File: src/rtl/hcd_pkg.sv
package hcd_pkg;

   typedef enum logic [2:0] {
      HC_IDLE   = 3'd0,
      HC_RDAP   = 3'd1,
      HC_WRAP   = 3'd2,
      HC_RFSH   = 3'd3,
      HC_PCALL  = 3'd4,
      HC_LDMODE = 3'd5,
      HC_LDCFG  = 3'd6,
      HC_LDPER  = 3'd7
   } host_cmd_e;

   // number of codes forwarded as strobes (codes 1..NUM_FWD)
   localparam int NUM_FWD = 5;
   localparam int CFG_W   = 13;

   // packed so that the field positions match the address bits
   typedef struct packed {
      logic [3:0] blen;   // [12:9]
      logic       pmode;  // [8]
      logic [3:0] rdur;   // [7:4]
      logic [1:0] trcd;   // [3:2]
      logic [1:0] cas;    // [1:0]
   } cfg1_t;

endpackage

File: src/rtl/hcd_decode.sv
module hcd_decode
   import hcd_pkg::*;
#(
   parameter int AW = 24
) (
   input  logic               clk,
   input  logic               rst_n,
   input  logic [2:0]         cmd,
   input  logic [AW-1:0]      addr,
   output logic [NUM_FWD-1:0] fwd_stb,
   output logic [AW-1:0]      fwd_addr,
   output logic               ld_cfg,
   output logic               ld_per
);

   logic [2:0] last_q;
   logic       is_new;
   logic       any_fwd;

   assign is_new = (cmd != last_q);
   assign ld_cfg = is_new && (cmd == HC_LDCFG);
   assign ld_per = is_new && (cmd == HC_LDPER);
   assign any_fwd = is_new && (cmd != HC_IDLE) && (cmd != HC_LDCFG) && (cmd != HC_LDPER);

   always_ff @(posedge clk or negedge rst_n) begin
      if (!rst_n) last_q <= HC_IDLE;
      else        last_q <= cmd;
   end

   for (genvar g = 0; g < NUM_FWD; g++) begin : g_stb
      always_ff @(posedge clk or negedge rst_n) begin
         if (!rst_n) fwd_stb[g] <= 1'b0;
         else        fwd_stb[g] <= is_new && (cmd == 3'(g + 1));
      end
   end

   always_ff @(posedge clk or negedge rst_n) begin
      if (!rst_n)       fwd_addr <= '0;
      else if (any_fwd) fwd_addr <= addr;
   end

   // never two requests at once
   a_r2_onehot: assert property (@(posedge clk) disable iff (!rst_n)
      $onehot0(fwd_stb));

   // a strobe never repeats on the next cycle
   a_r3_single_pulse: assert property (@(posedge clk) disable iff (!rst_n)
      (|fwd_stb) |=> ((fwd_stb & $past(fwd_stb)) == '0));

   // address moves only together with a strobe
   a_r4_addr_with_stb: assert property (@(posedge clk) disable iff (!rst_n)
      !$stable(fwd_addr) |-> (|fwd_stb));

endmodule

File: src/rtl/hcd_cfg.sv
module hcd_cfg
   import hcd_pkg::*;
#(
   parameter int          PW        = 16,
   parameter logic [12:0] CFG1_RST  = 13'h107B,
   parameter int          DEF_PER   = 1562
) (
   input  logic          clk,
   input  logic          rst_n,
   input  logic          ld_cfg,
   input  logic          ld_per,
   input  logic [PW-1:0] addr_lo,
   output cfg1_t         cfg1,
   output logic [PW-1:0] period
);

   localparam logic [PW-1:0] PER_RST = PW'(DEF_PER);

   always_ff @(posedge clk or negedge rst_n) begin
      if (!rst_n)      cfg1 <= cfg1_t'(CFG1_RST);
      else if (ld_cfg) cfg1 <= cfg1_t'(addr_lo[CFG_W-1:0]);
   end

   always_ff @(posedge clk or negedge rst_n) begin
      if (!rst_n)      period <= PER_RST;
      else if (ld_per) period <= addr_lo;
   end

   // configuration fields follow the address bits
   a_r5_cfg_load: assert property (@(posedge clk) disable iff (!rst_n)
      ld_cfg |=> (cfg1 == $past(addr_lo[CFG_W-1:0])));

   // interval register takes the load value
   a_r6_per_load: assert property (@(posedge clk) disable iff (!rst_n)
      ld_per |=> (period == $past(addr_lo)));

endmodule

File: src/rtl/hcd_rfsh.sv
module hcd_rfsh #(
   parameter int PW      = 16,
   parameter int DEF_PER = 1562
) (
   input  logic          clk,
   input  logic          rst_n,
   input  logic          auto_en,
   input  logic          ld,
   input  logic [PW-1:0] ld_val,
   input  logic [PW-1:0] period,
   input  logic          ack,
   output logic          req
);

   localparam logic [PW-1:0] CNT_RST = PW'(DEF_PER);

   logic [PW-1:0] cnt_q;
   logic [PW-1:0] reload;

   assign reload = ld ? ld_val : period;

   always_ff @(posedge clk or negedge rst_n) begin
      if (!rst_n) begin
         cnt_q <= CNT_RST;
         req   <= 1'b0;
      end else if (!auto_en) begin
         req   <= 1'b0;
         cnt_q <= reload;
      end else if (req && ack) begin
         req   <= 1'b0;
         cnt_q <= reload;
      end else if (ld) begin
         cnt_q <= ld_val;
      end else if (!req) begin
         if (cnt_q == '0) req <= 1'b1;
         else             cnt_q <= cnt_q - 1'b1;
      end
   end

   // request rises only out of an expired count
   a_r7_rise_at_zero: assert property (@(posedge clk) disable iff (!rst_n)
      $rose(req) |-> ($past(cnt_q) == '0));

   // pending request waits for the acknowledge
   a_r8_hold: assert property (@(posedge clk) disable iff (!rst_n)
      (req && !ack && auto_en) |=> req);

   a_r8_ack_clears: assert property (@(posedge clk) disable iff (!rst_n)
      (req && ack) |=> !req);

   // a load always lands in the counter
   a_r6_reload: assert property (@(posedge clk) disable iff (!rst_n)
      ld |=> (cnt_q == $past(ld_val)));

   // page mode keeps the request low
   a_r9_quiet: assert property (@(posedge clk) disable iff (!rst_n)
      !auto_en |=> !req);

endmodule

File: src/rtl/hcd_front.sv
module hcd_front
   import hcd_pkg::*;
#(
   parameter int          AW       = 24,
   parameter int          PW       = 16,
   parameter logic [12:0] CFG1_RST = 13'h107B,
   parameter int          DEF_PER  = 1562
) (
   input  logic          clk,
   input  logic          rst_n,
   input  logic [2:0]    host_cmd,
   input  logic [AW-1:0] host_addr,
   input  logic          rfsh_ack,
   output logic          req_read,
   output logic          req_write,
   output logic          req_refresh,
   output logic          req_precharge,
   output logic          req_mode,
   output logic [AW-1:0] req_addr,
   output logic [1:0]    cfg_cas,
   output logic [1:0]    cfg_rcd,
   output logic [3:0]    cfg_rdur,
   output logic          cfg_page,
   output logic [3:0]    cfg_blen,
   output logic [PW-1:0] cfg_period,
   output logic          rfsh_req
);

   initial begin : p_param_chk
      a_prm_pw: assert (PW >= CFG_W) else $error("PW must cover the config field");
      a_prm_aw: assert (AW >= PW) else $error("AW must cover the interval value");
      a_prm_def: assert (DEF_PER > 0 && DEF_PER < (2 ** PW)) else $error("DEF_PER out of range");
   end

   logic [NUM_FWD-1:0] stb;
   logic               ld_cfg;
   logic               ld_per;
   cfg1_t              cfg1;
   logic [PW-1:0]      addr_lo;

   assign addr_lo = host_addr[PW-1:0];

   hcd_decode #(.AW(AW)) u_dec (
      .clk      (clk),
      .rst_n    (rst_n),
      .cmd      (host_cmd),
      .addr     (host_addr),
      .fwd_stb  (stb),
      .fwd_addr (req_addr),
      .ld_cfg   (ld_cfg),
      .ld_per   (ld_per)
   );

   hcd_cfg #(.PW(PW), .CFG1_RST(CFG1_RST), .DEF_PER(DEF_PER)) u_cfg (
      .clk     (clk),
      .rst_n   (rst_n),
      .ld_cfg  (ld_cfg),
      .ld_per  (ld_per),
      .addr_lo (addr_lo),
      .cfg1    (cfg1),
      .period  (cfg_period)
   );

   hcd_rfsh #(.PW(PW), .DEF_PER(DEF_PER)) u_rfsh (
      .clk     (clk),
      .rst_n   (rst_n),
      .auto_en (!cfg1.pmode),
      .ld      (ld_per),
      .ld_val  (addr_lo),
      .period  (cfg_period),
      .ack     (rfsh_ack),
      .req     (rfsh_req)
   );

   assign req_read      = stb[0];
   assign req_write     = stb[1];
   assign req_refresh   = stb[2];
   assign req_precharge = stb[3];
   assign req_mode      = stb[4];

   assign cfg_cas  = cfg1.cas;
   assign cfg_rcd  = cfg1.trcd;
   assign cfg_rdur = cfg1.rdur;
   assign cfg_page = cfg1.pmode;
   assign cfg_blen = cfg1.blen;

endmodule

File: config.mk
export PLATFORM = sky130hd
export DESIGN_NAME = hcd_front
export DESIGN_NICKNAME = d
export VERILOG_FILES = /design/src/rtl/hcd_pkg.sv /design/src/rtl/hcd_decode.sv /design/src/rtl/hcd_cfg.sv /design/src/rtl/hcd_rfsh.sv /design/src/rtl/hcd_front.sv
export SDC_FILE = /design/constraint.sdc
export NUM_CORES = 1
export LEC_CHECK = 0
export ABC_CLOCK_PERIOD_IN_PS = 1900
export BUFFER_PORTS_ARGS = -buffer_cell sky130_fd_sc_hd__buf_2
export CORE_ASPECT_RATIO = 0.75
export CORE_MARGIN = 2
export CORE_UTILIZATION = 50
export CTS_BUF_LIST = sky130_fd_sc_hd__clkbuf_4
export CTS_CLUSTER_DIAMETER = 50
export CTS_CLUSTER_SIZE = 40
export DETAILED_ROUTE_END_ITERATION = 8
export PLACE_DENSITY = 0.75
export SLEW_MARGIN = 5
export SYNTH_ARGS = -nofsm -noshare
export SYNTH_HDL_FRONTEND = slang
export SYNTH_SLANG_ARGS = --single-unit
File: constraint.sdc
create_clock -name clk -period 1.9 [get_ports clk]
set_input_delay 0.19 -clock clk [delete_from_list [all_inputs] [get_ports clk]]
set_output_delay 0.19 -clock clk [all_outputs]
set_load 0.05 [all_outputs]
==> flow_metrics.env, run 1 <==
export IMPL_status="finished with violations"
export IMPL_violations="setup timing"
export IMPL_gp_congestion=0.918
export IMPL_syn_area_um2=3650
export IMPL_finalSetupTns_ps=-4370
export IMPL_wire_per_inst_um=18.8
export IMPL_hold_path_depth=3
export IMPL_core_um2=6930
export IMPL_final_nets=518
export IMPL_synth_common_cells="dfrtp_1, nand2_1, nor2_1"
export IMPL_diodes=0
export IMPL_cp_start_kind="register"
export IMPL_hpwl_um=6910
export IMPL_layout_min_cycle_time_ps=2130
export IMPL_grt_overflow_total=0
export IMPL_leakagePower_nw=2.45
export IMPL_ys_ff_latch=78
export IMPL_clock_path_buffers=2
export IMPL_grt_max_degree=31
export IMPL_hold_slack_ps=15.4
export IMPL_cts_root_buf="clkbuf_4"
export IMPL_slew_headroom=0.733
export IMPL_num_rows=26
export IMPL_synth_nets=363
export IMPL_drive_above_1_share=0.467
export IMPL_reg2reg_from="u_rfsh.cnt_q[0]"
export IMPL_cp_slowest_cell="or4_1"
export IMPL_clock_sinks=78
export IMPL_finalPower_mw=6.36
export IMPL_critPathCaptureType="register"
export IMPL_ys_seq_area_frac=0.541
export IMPL_grt_antenna_before_repair=0
export IMPL_stdcell_area_um2=5090
export IMPL_reg2reg_depth=7
export IMPL_numCtsBuffers=9
export IMPL_vias_per_cell=5.68
export IMPL_synth_cell_type_count=59
export IMPL_syn_to_final_growth_pct=39.5
export IMPL_drc=0
export IMPL_antenna_left=0
export IMPL_die_w_um=103
export IMPL_max_stage_delay_ps=500
export IMPL_clock_latency_ps=450
export IMPL_path_max_fanout=4
export IMPL_num_vias=3351
export IMPL_wirelength_um=11100
export IMPL_timing_final_ws_setup_ps=-232
export IMPL_dr_first_iter_drc_count=274
export IMPL_pre_cts_ws_ps=-189
export IMPL_ys_flop_type="dfrtp_1"
export IMPL_grtUsageTotal=0.285
export IMPL_htree_levels=3
export IMPL_clock_fmax_ghz=0.469
export IMPL_start_util=0.526
export IMPL_power_density_nw_per_um2=1250
export IMPL_dieArea_um2=8000
export IMPL_yosys_area_top_type="dfrtp_1"
export IMPL_dpl_instance_area_um2=4400
export IMPL_synth_edf_count=0
export IMPL_finalMaxSlewViolations=0
export IMPL_rsz0062_at_grt="yes"
export IMPL_netlist_instances=332
export IMPL_synthTopCellsByArea="dfrtp_1, dfstp_2, mux2_2"
export IMPL_crit_reg2reg_capture="u_rfsh.cnt_q[13]"
export IMPL_dr_pass1_iters=5
export IMPL_crit_path_end="u_rfsh.cnt_q[13]"
export IMPL_grt_pass1_wl_um=17400
export IMPL_required_ps=2300
export IMPL_synth_avg_cell_area_um2=11.0
export IMPL_crit_type="reg -> reg"
export IMPL_crit_arrival_ps=2530
export IMPL_hold_viol=0
export IMPL_synth_top_area_share=0.419
export IMPL_path_clk_slew_ps=140
export IMPL_startpoint="u_rfsh.cnt_q[0]"
export IMPL_fin_skew_ps=13.0
export IMPL_finalSetupViolCount=41
export IMPL_peakVddDrop_mv=0.770
export IMPL_fin_crit_sh=1.12
export IMPL_synthArstFlopShare=1.00
export IMPL_path_cells="buf_4 -> nor4_2 -> buf_4 -> nand2_2 -> or4_1 -> a21boi_1 -> o21a_1"
export IMPL_die_height_um=78.0
export IMPL_tightest_slew_ps=391
export IMPL_hold_class="in -> reg"
export IMPL_ioPinCount=89
export IMPL_grt_pass1_vias=3387
export IMPL_crit_top_cell="buf_4"
export IMPL_rrSetupSlack_ps=-230
export IMPL_port_buffers=88
export IMPL_max_cap_violations=0
export IMPL_cts_tree="built"
export IMPL_ys_warn_count=0
export IMPL_yosysMostFrequentCell="dfrtp_1"
==> power breakdown <==
group	total [mW]	internal, mW	switching, mW
sequential	2.44	2.10	0.344
combinational	3.01	1.14	1.87
clock	0.911	0.270	0.641
total	6.36	3.51	2.86
==> flip-flops by register name (all words and copies together), names as in the netlist <==
signal,count
u_cfg.cfg1,13
u_cfg.period,16
u_dec.fwd_addr,24
u_dec.fwd_stb,5
u_dec.last_q,3
u_rfsh.cnt_q,16
u_rfsh.req,1
==> what timing repair did <==
item | 4_1_cts | 5_1_grt
hold endpoints to repair | 70 | 0
pin swaps | 15 | 14
gates resized for setup | 43 | 20
gates cloned | 1 | 3
setup endpoints to repair | 40 | 41
hold buffers | 27 | 0
buffers inserted | 6 | 8
==> cell usage in the layout (no fill, tap or decap), drive strengths merged, types with 10 or more instances in the layout <==
cell type,netlist,routed
mux2,37,37
dlygate4sd3,0,27
inv,8,10
dfrtp,61,61
nand2,58,58
nor4,10,10
buf,8,133
nor2,20,20
a21oi,16,16
nor3,11,11
dfstp,17,17
==> how the worst min path moves through the flow <==
stage                               endpoint  slack [ps]         start
after floorplan               u_cfg.cfg1[10]        -110         rst_n
after global placement      u_dec.fwd_stb[0]         150         rst_n
after detailed placement  u_dec.fwd_addr[11]         140         rst_n
after CTS                    u_cfg.period[0]           3  host_addr[0]
after global routing       u_dec.fwd_addr[0]          10  host_addr[0]
final                        u_cfg.period[0]          20  host_addr[0]
==> area by class of cell <==
cell class / count / area (µm²)
Timing Repair Buffer: 160 / 1100
Tap cell: 98 / 123
Clock buffer: 9 / 67.6
Multi-Input combinational cell: 230 / 1740
Clock inverter: 7 / 48.8
Fill cell: 480 / 1840
Inverter: 8 / 30.0
Sequential cell: 78 / 1980
==> per-stage QoR <==
stage | instances | util
final | 590 | 0.734
after global routing | 590 | 0.734
after CTS | 582 | 0.723
after detailed placement | 532 | 0.634
after global placement | 532 | 0.634
after floorplan | 332 | -
==> cell families (layout without fill, tap and decap cells) <==
logic type,count (synthesis),after routing,synth area share
multiplexers,38,38,0.117
AO/OA/AOI/OAI,62,63,0.130
flip-flops,78,78,0.541
adder cells (fa/ha/maj),1,1,0.00343
XOR/XNOR,6,6,0.0144
AND/OR/NAND/NOR,122,122,0.165
buffers and inverters,25,184,0.0295
==> worst max-delay path, delay by kind of cell (launching register included) <==
kind | cells | cell delay [ps]
AO/OA/AOI/OAI | 2 | 360
buffers and inverters | 2 | 360
flip-flops | 1 | 430
AND/OR/NAND/NOR | 3 | 920
==> routing by layer <==
layer / track usage / vias to the layer above / wire (µm)
met2: 0.461 / 158 / 5400
met3: 0.0748 / 17 / 873
li1: - / 1505 / -
met1: 0.377 / 1671 / 4670
met4: 0.0813 / 0 / 169
met5: 0 / - / 0
Power figures use the tool's default switching activity.
==> run 2, diff against run 1 <==
--- a/config.mk
+++ b/config.mk
@@ -9,12 +9,12 @@
 export BUFFER_PORTS_ARGS = -buffer_cell sky130_fd_sc_hd__buf_2
 export CORE_ASPECT_RATIO = 0.75
 export CORE_MARGIN = 2
-export CORE_UTILIZATION = 50
+export CORE_UTILIZATION = 30
 export CTS_BUF_LIST = sky130_fd_sc_hd__clkbuf_4
 export CTS_CLUSTER_DIAMETER = 50
 export CTS_CLUSTER_SIZE = 40
 export DETAILED_ROUTE_END_ITERATION = 8
-export PLACE_DENSITY = 0.75
+export PLACE_DENSITY = 0.55
 export SLEW_MARGIN = 5
 export SYNTH_ARGS = -nofsm -noshare
 export SYNTH_HDL_FRONTEND = slang
==> run 2 against run 1 <==
The run still ends with setup timing left; sequential cell count unchanged; design area up 4.2%; clock-buffer cell count unchanged; critical path depth unchanged; clock skew up 0.63 ps; via count shrank 5.0%; highest routed layer unchanged.
==> flow_metrics.env, run 2 (synthesized netlist as in run 1, its figures left out) <==
export IMPL_layout_commonest_cell="buf_2"
export IMPL_dieArea_um2=13100
export IMPL_largest_register="u_dec.fwd_addr"
export IMPL_tightest_slew_ps=510
export IMPL_cp_start_kind="register"
export IMPL_slew_headroom=0.660
export IMPL_numCtsBuffers=9
export IMPL_grt_antenna_before_repair=0
export IMPL_path_clk_slew_ps=140
export IMPL_rsz0062_at_grt="yes"
export IMPL_dr_pass1_iters=4
export IMPL_gp_congestion=0.841
export IMPL_die_w_um=131
export IMPL_wire_per_inst_um=15.7
export IMPL_leakagePower_nw=2.52
export IMPL_largest_reg_flops=24
export IMPL_htree_levels=3
export IMPL_grt_overflow_total=0
export IMPL_clock_path_buffers=2
export IMPL_antenna_left=0
export IMPL_peakVddDrop_mv=0.516
export IMPL_pre_cts_ws_ps=-274
export IMPL_drc=0
export IMPL_path_max_fanout=6
export IMPL_finalMaxSlewViolations=0
export IMPL_syn_to_final_growth_pct=45.4
export IMPL_reg_top3="u_dec.fwd_addr (24), u_cfg.period (16), u_rfsh.cnt_q (16)"
export IMPL_finalSetupViolCount=41
export IMPL_num_vias=3185
export IMPL_grt_pass1_wl_um=16600
export IMPL_fin_skew_ps=13.6
export IMPL_wirelength_um=10400
export IMPL_start_util=0.311
export IMPL_crit_type="reg -> reg"
export IMPL_clock_sinks=78
export IMPL_drive_above_1_share=0.482
export IMPL_critPathCaptureType="register"
export IMPL_cts_tree="built"
export IMPL_vias_per_cell=4.80
export IMPL_finalSetupTns_ps=-2080
export IMPL_ioPinCount=89
export IMPL_num_rows=34
export IMPL_layout_min_cycle_time_ps=2040
export IMPL_power_density_nw_per_um2=1220
export IMPL_grt_pass1_vias=3262
export IMPL_hpwl_um=7250
export IMPL_crit_arrival_ps=2370
export IMPL_hold_class="in -> async"
export IMPL_dr_first_iter_drc_count=207
export IMPL_stdcell_area_um2=5300
export IMPL_status="finished with violations"
export IMPL_grtUsageTotal=0.161
export IMPL_diodes=0
export IMPL_fillers=1139
export IMPL_max_cap_violations=0
export IMPL_cts_root_buf="clkbuf_4"
export IMPL_clock_fmax_ghz=0.490
export IMPL_finalPower_mw=6.45
export IMPL_final_cell_mix="buf_2, dfrtp_1, nand2_1"
export IMPL_timing_final_ws_setup_ps=-142
export IMPL_hold_slack_ps=214
export IMPL_required_ps=2230
export IMPL_final_nets=528
export IMPL_hold_viol=0
export IMPL_clock_latency_ps=420
export IMPL_violations="setup timing"
export IMPL_grt_max_degree=38
export IMPL_core_um2=11700
export IMPL_die_height_um=99.5
export IMPL_dpl_instance_area_um2=4600
export IMPL_port_buffers=88
export IMPL_fin_crit_sh=1.07
==> run 2: critical path: stages, from the launching register on <==
cell and delay (ps):
dfrtp_1 410, inv_2 70, ha_4 120, or4b_4 510
and4b_2 410, buf_4 150, o21ai_2 80, o21a_1 180
==> run 2: worst paths after layout <==
path / from / to / slack [ps] / cells after the start
worst max-delay path: u_rfsh.cnt_q[0] / u_rfsh.cnt_q[12] / -140 / 7
worst min-delay path: rst_n / u_rfsh.cnt_q[11] / 210 / 2
worst max register to register: u_rfsh.cnt_q[0] / u_rfsh.cnt_q[12] / -140 / 7
worst min register to register: u_cfg.period[1] / u_cfg.period[1] / 480 / 2
max in group asynchronous: rst_n / u_cfg.period[4] / 1050 / 3
min in group clk: rfsh_ack / u_rfsh.req / 320 / 3
==> run 2: report_power, final <==
group / internal [mW] / total, mW / switching [mW] / leakage, nW
clock network: 0.402 / 1.04 / 0.635 / 0.0646
logic: 1.19 / 3.03 / 1.84 / 1.54
registers: 2.10 / 2.39 / 0.293 / 0.917
total: 3.69 / 6.45 / 2.77 / 2.52
==> run 2: repair_timing <==
item	4_1_cts	5_1_grt
setup buffers	2	3
pin swaps	6	10
gates resized for setup	21	28
endpoints found under the setup margin	29	41
hold buffers	28	0
hold endpoints to repair	86	0
gates cloned	1	1
==> run 2: per-stage QoR <==
stage / cells / utilization
floorplan: 332 / -
global placement: 613 / 0.392
detailed placement: 613 / 0.392
CTS: 660 / 0.436
global route: 664 / 0.451
finish: 664 / 0.451
==> run 2: routing by layer <==
layer	track usage	wire length, µm	up-vias
met5	0	0	-
met4	0.0426	63	0
met3	0.0494	659	4
met2	0.255	4690	112
met1	0.216	5030	1527
li1	-	-	1542
==> run 2: final cells by class <==
class	count	area, µm²	area share
Multi-Input combinational cell	230	1750	0.331
Tap cell	162	203	0.0382
Clock inverter	7	73.8	0.0139
Sequential cell	78	1970	0.373
Inverter	8	30.0	0.00567
Clock buffer	9	67.6	0.0127
Timing Repair Buffer	170	1200	0.226
==> run 3, diff against run 2 <==
--- a/config.mk
+++ b/config.mk
@@ -9,12 +9,12 @@
 export BUFFER_PORTS_ARGS = -buffer_cell sky130_fd_sc_hd__buf_2
 export CORE_ASPECT_RATIO = 0.75
 export CORE_MARGIN = 2
-export CORE_UTILIZATION = 30
+export CORE_UTILIZATION = 50
 export CTS_BUF_LIST = sky130_fd_sc_hd__clkbuf_4
 export CTS_CLUSTER_DIAMETER = 50
 export CTS_CLUSTER_SIZE = 40
 export DETAILED_ROUTE_END_ITERATION = 8
-export PLACE_DENSITY = 0.55
+export PLACE_DENSITY = 0.81
 export SLEW_MARGIN = 5
 export SYNTH_ARGS = -nofsm -noshare
 export SYNTH_HDL_FRONTEND = slang
==> run 3 against run 2 <==
The flow still finishes with violations (setup timing); combinational power barely moved; first-iteration DRC count rose by 2.9%; power rose by 0.11%; global-route usage rose by 11 points; largest cell class unchanged; worst hold slack got worse by 200 ps; maximum frequency fell by 2.4%; largest power group unchanged; sequential cell count did not move; critical path depth rose by 1.
==> flow_metrics.env, run 3 (synthesized netlist as in run 1, its figures left out) <==
export IMPL_hold_slack_ps=14.2
export IMPL_ioPinCount=89
export IMPL_path_cells="inv_1 -> ha_2 -> or4b_4 -> buf_4 -> or2_4 -> nor4_2 -> o21ai_1 -> o2bb2ai_1"
export IMPL_finalMaxSlewViolations=0
export IMPL_cp_start_kind="register"
export IMPL_fin_crit_sh=1.10
export IMPL_violations="setup timing"
export IMPL_required_ps=2280
export IMPL_power_density_nw_per_um2=1240
export IMPL_port_buffers=88
export IMPL_register_area_um2=1970
export IMPL_vias_per_cell=5.62
export IMPL_rsz0062_at_grt="yes"
export IMPL_gp_congestion=0.900
export IMPL_grt_overflow_total=0
export IMPL_slew_headroom=0.652
export IMPL_max_stage_delay_ps=520
export IMPL_path_clk_slew_ps=150
export IMPL_max_cap_violations=0
export IMPL_drc=0
export IMPL_die_height_um=78.0
export IMPL_path_buf_inv=2
export IMPL_finalPower_mw=6.46
export IMPL_syn_to_final_growth_pct=42.8
export IMPL_numCtsBuffers=9
export IMPL_dr_first_iter_drc_count=213
export IMPL_multiInputGateArea_um2=1740
export IMPL_diodes=0
export IMPL_grt_pass1_wl_um=16700
export IMPL_cts_root_buf="clkbuf_4"
export IMPL_status="finished with violations"
export IMPL_largest_register="u_dec.fwd_addr"
export IMPL_finalSetupViolCount=35
export IMPL_path_max_fanout=6
export IMPL_wire_per_inst_um=18.3
export IMPL_grtUsageTotal=0.273
export IMPL_grt_antenna_before_repair=0
export IMPL_cts_tree="built"
export IMPL_start_util=0.526
export IMPL_crit_type="reg -> reg"
export IMPL_critPathCaptureType="register"
export IMPL_reg_top3="u_dec.fwd_addr (24), u_cfg.period (16), u_rfsh.cnt_q (16)"
export IMPL_core_um2=6930
export IMPL_antenna_left=0
export IMPL_crit_arrival_ps=2470
export IMPL_wirelength_um=10900
export IMPL_cp_slowest_cell="or4b_4"
export IMPL_dieArea_um2=8000
export IMPL_hold_viol=0
export IMPL_grt_pass1_vias=3393
export IMPL_num_rows=26
export IMPL_final_cell_mix="buf_2, dfrtp_1, nand2_1"
export IMPL_timing_final_ws_setup_ps=-192
export IMPL_tightest_slew_ps=522
export IMPL_grt_max_degree=44
export IMPL_die_w_um=103
export IMPL_clock_sinks=78
export IMPL_layout_min_cycle_time_ps=2090
export IMPL_crit_family="simple AND/OR/NAND/NOR gates"
export IMPL_drive_above_1_share=0.483
export IMPL_layout_commonest_cell="buf_2"
export IMPL_clock_latency_ps=470
export IMPL_leakagePower_nw=2.52
export IMPL_hold_class="in -> reg"
export IMPL_largest_reg_flops=24
export IMPL_peakVddDrop_mv=0.840
export IMPL_clock_fmax_ghz=0.478
export IMPL_hpwl_um=6790
export IMPL_fin_skew_ps=31.3
export IMPL_num_vias=3330
export IMPL_dr_pass1_iters=4
export IMPL_htree_levels=3
export IMPL_final_nets=521
export IMPL_clock_path_buffers=2
export IMPL_fillers=436
==> run 3: cell count changes in the layout (fill, tap and decap cells not counted), moves of 3 or more <==
cell        previous run  this run
clkinvlp_4             4         1
buf_4                 49        38
o21ai_0                5         2
inv_8                  0         3
buf_6                  1         7
==> run 3: per-layer routing <==
layer  routed length (µm)  track usage
met5                    0            0
met4                  194       0.0720
met3                  846       0.0937
met2                 5420        0.458
met1                 4410        0.335
==> run 3: area by class of cell <==
type,instances,area share
clock inverter,7,0.0144
tap,98,0.0236
timing repair buffer,164,0.229
multi-input combinational,229,0.335
inverter,8,0.00577
clock buffer,9,0.0130
sequential,78,0.379
==> run 3: worst paths after layout <==
| path | start | to | slack [ps] | cells after the start |
|---|---|---|---|---|
| setup / recovery | u_rfsh.cnt_q[0] | u_rfsh.cnt_q[10] | -190 | 8 |
| hold / removal | host_addr[6] | u_cfg.period[6] | 10 | 3 |
| setup reg to reg | u_rfsh.cnt_q[0] | u_rfsh.cnt_q[10] | -190 | 8 |
| hold reg to reg | u_cfg.period[3] | u_cfg.period[3] | 470 | 2 |
| max in group asynchronous | rst_n | u_cfg.cfg1[12] | 1020 | 3 |
| min in group asynchronous | rst_n | u_dec.fwd_addr[13] | 210 | 2 |
==> run 3: worst min-delay path: stages <==
cell and delay, ps:
buf_2 140, nand2_1 60, nand2_1 40
==> run 3: repair_timing <==
action | in CTS | in global routing
resized for setup | 28 | 30
hold endpoints to repair | 58 | 0
setup endpoints to repair | 41 | 41
setup buffers | 7 | 4
gates cloned | 1 | 1
hold buffers | 26 | 0
pin swaps | 5 | 12
==> run 3: power breakdown <==
group          switching (mW)  leakage [nW]  internal [mW]
Sequential              0.305         0.917           2.10
Clock                   0.703        0.0752          0.312
Combinational            1.87          1.53           1.18
==> run 3: metrics by stage <==
| stage | TNS (ps) | utilization | instances | setup slack, ps | cell area [µm²] |
|---|---|---|---|---|---|
| 2_1_floorplan | -912 | - | 332 | -160 | 3650 |
| 3_3_place_gp | -2010 | 0.647 | 540 | -202 | 4480 |
| 3_5_place_dp | -3620 | 0.647 | 540 | -254 | 4480 |
| 4_1_cts | -1570 | 0.731 | 590 | -147 | 5060 |
| 5_1_grt | -5820 | 0.751 | 593 | -240 | 5210 |
| 6_report | -3720 | 0.751 | 593 | -192 | 5210 |
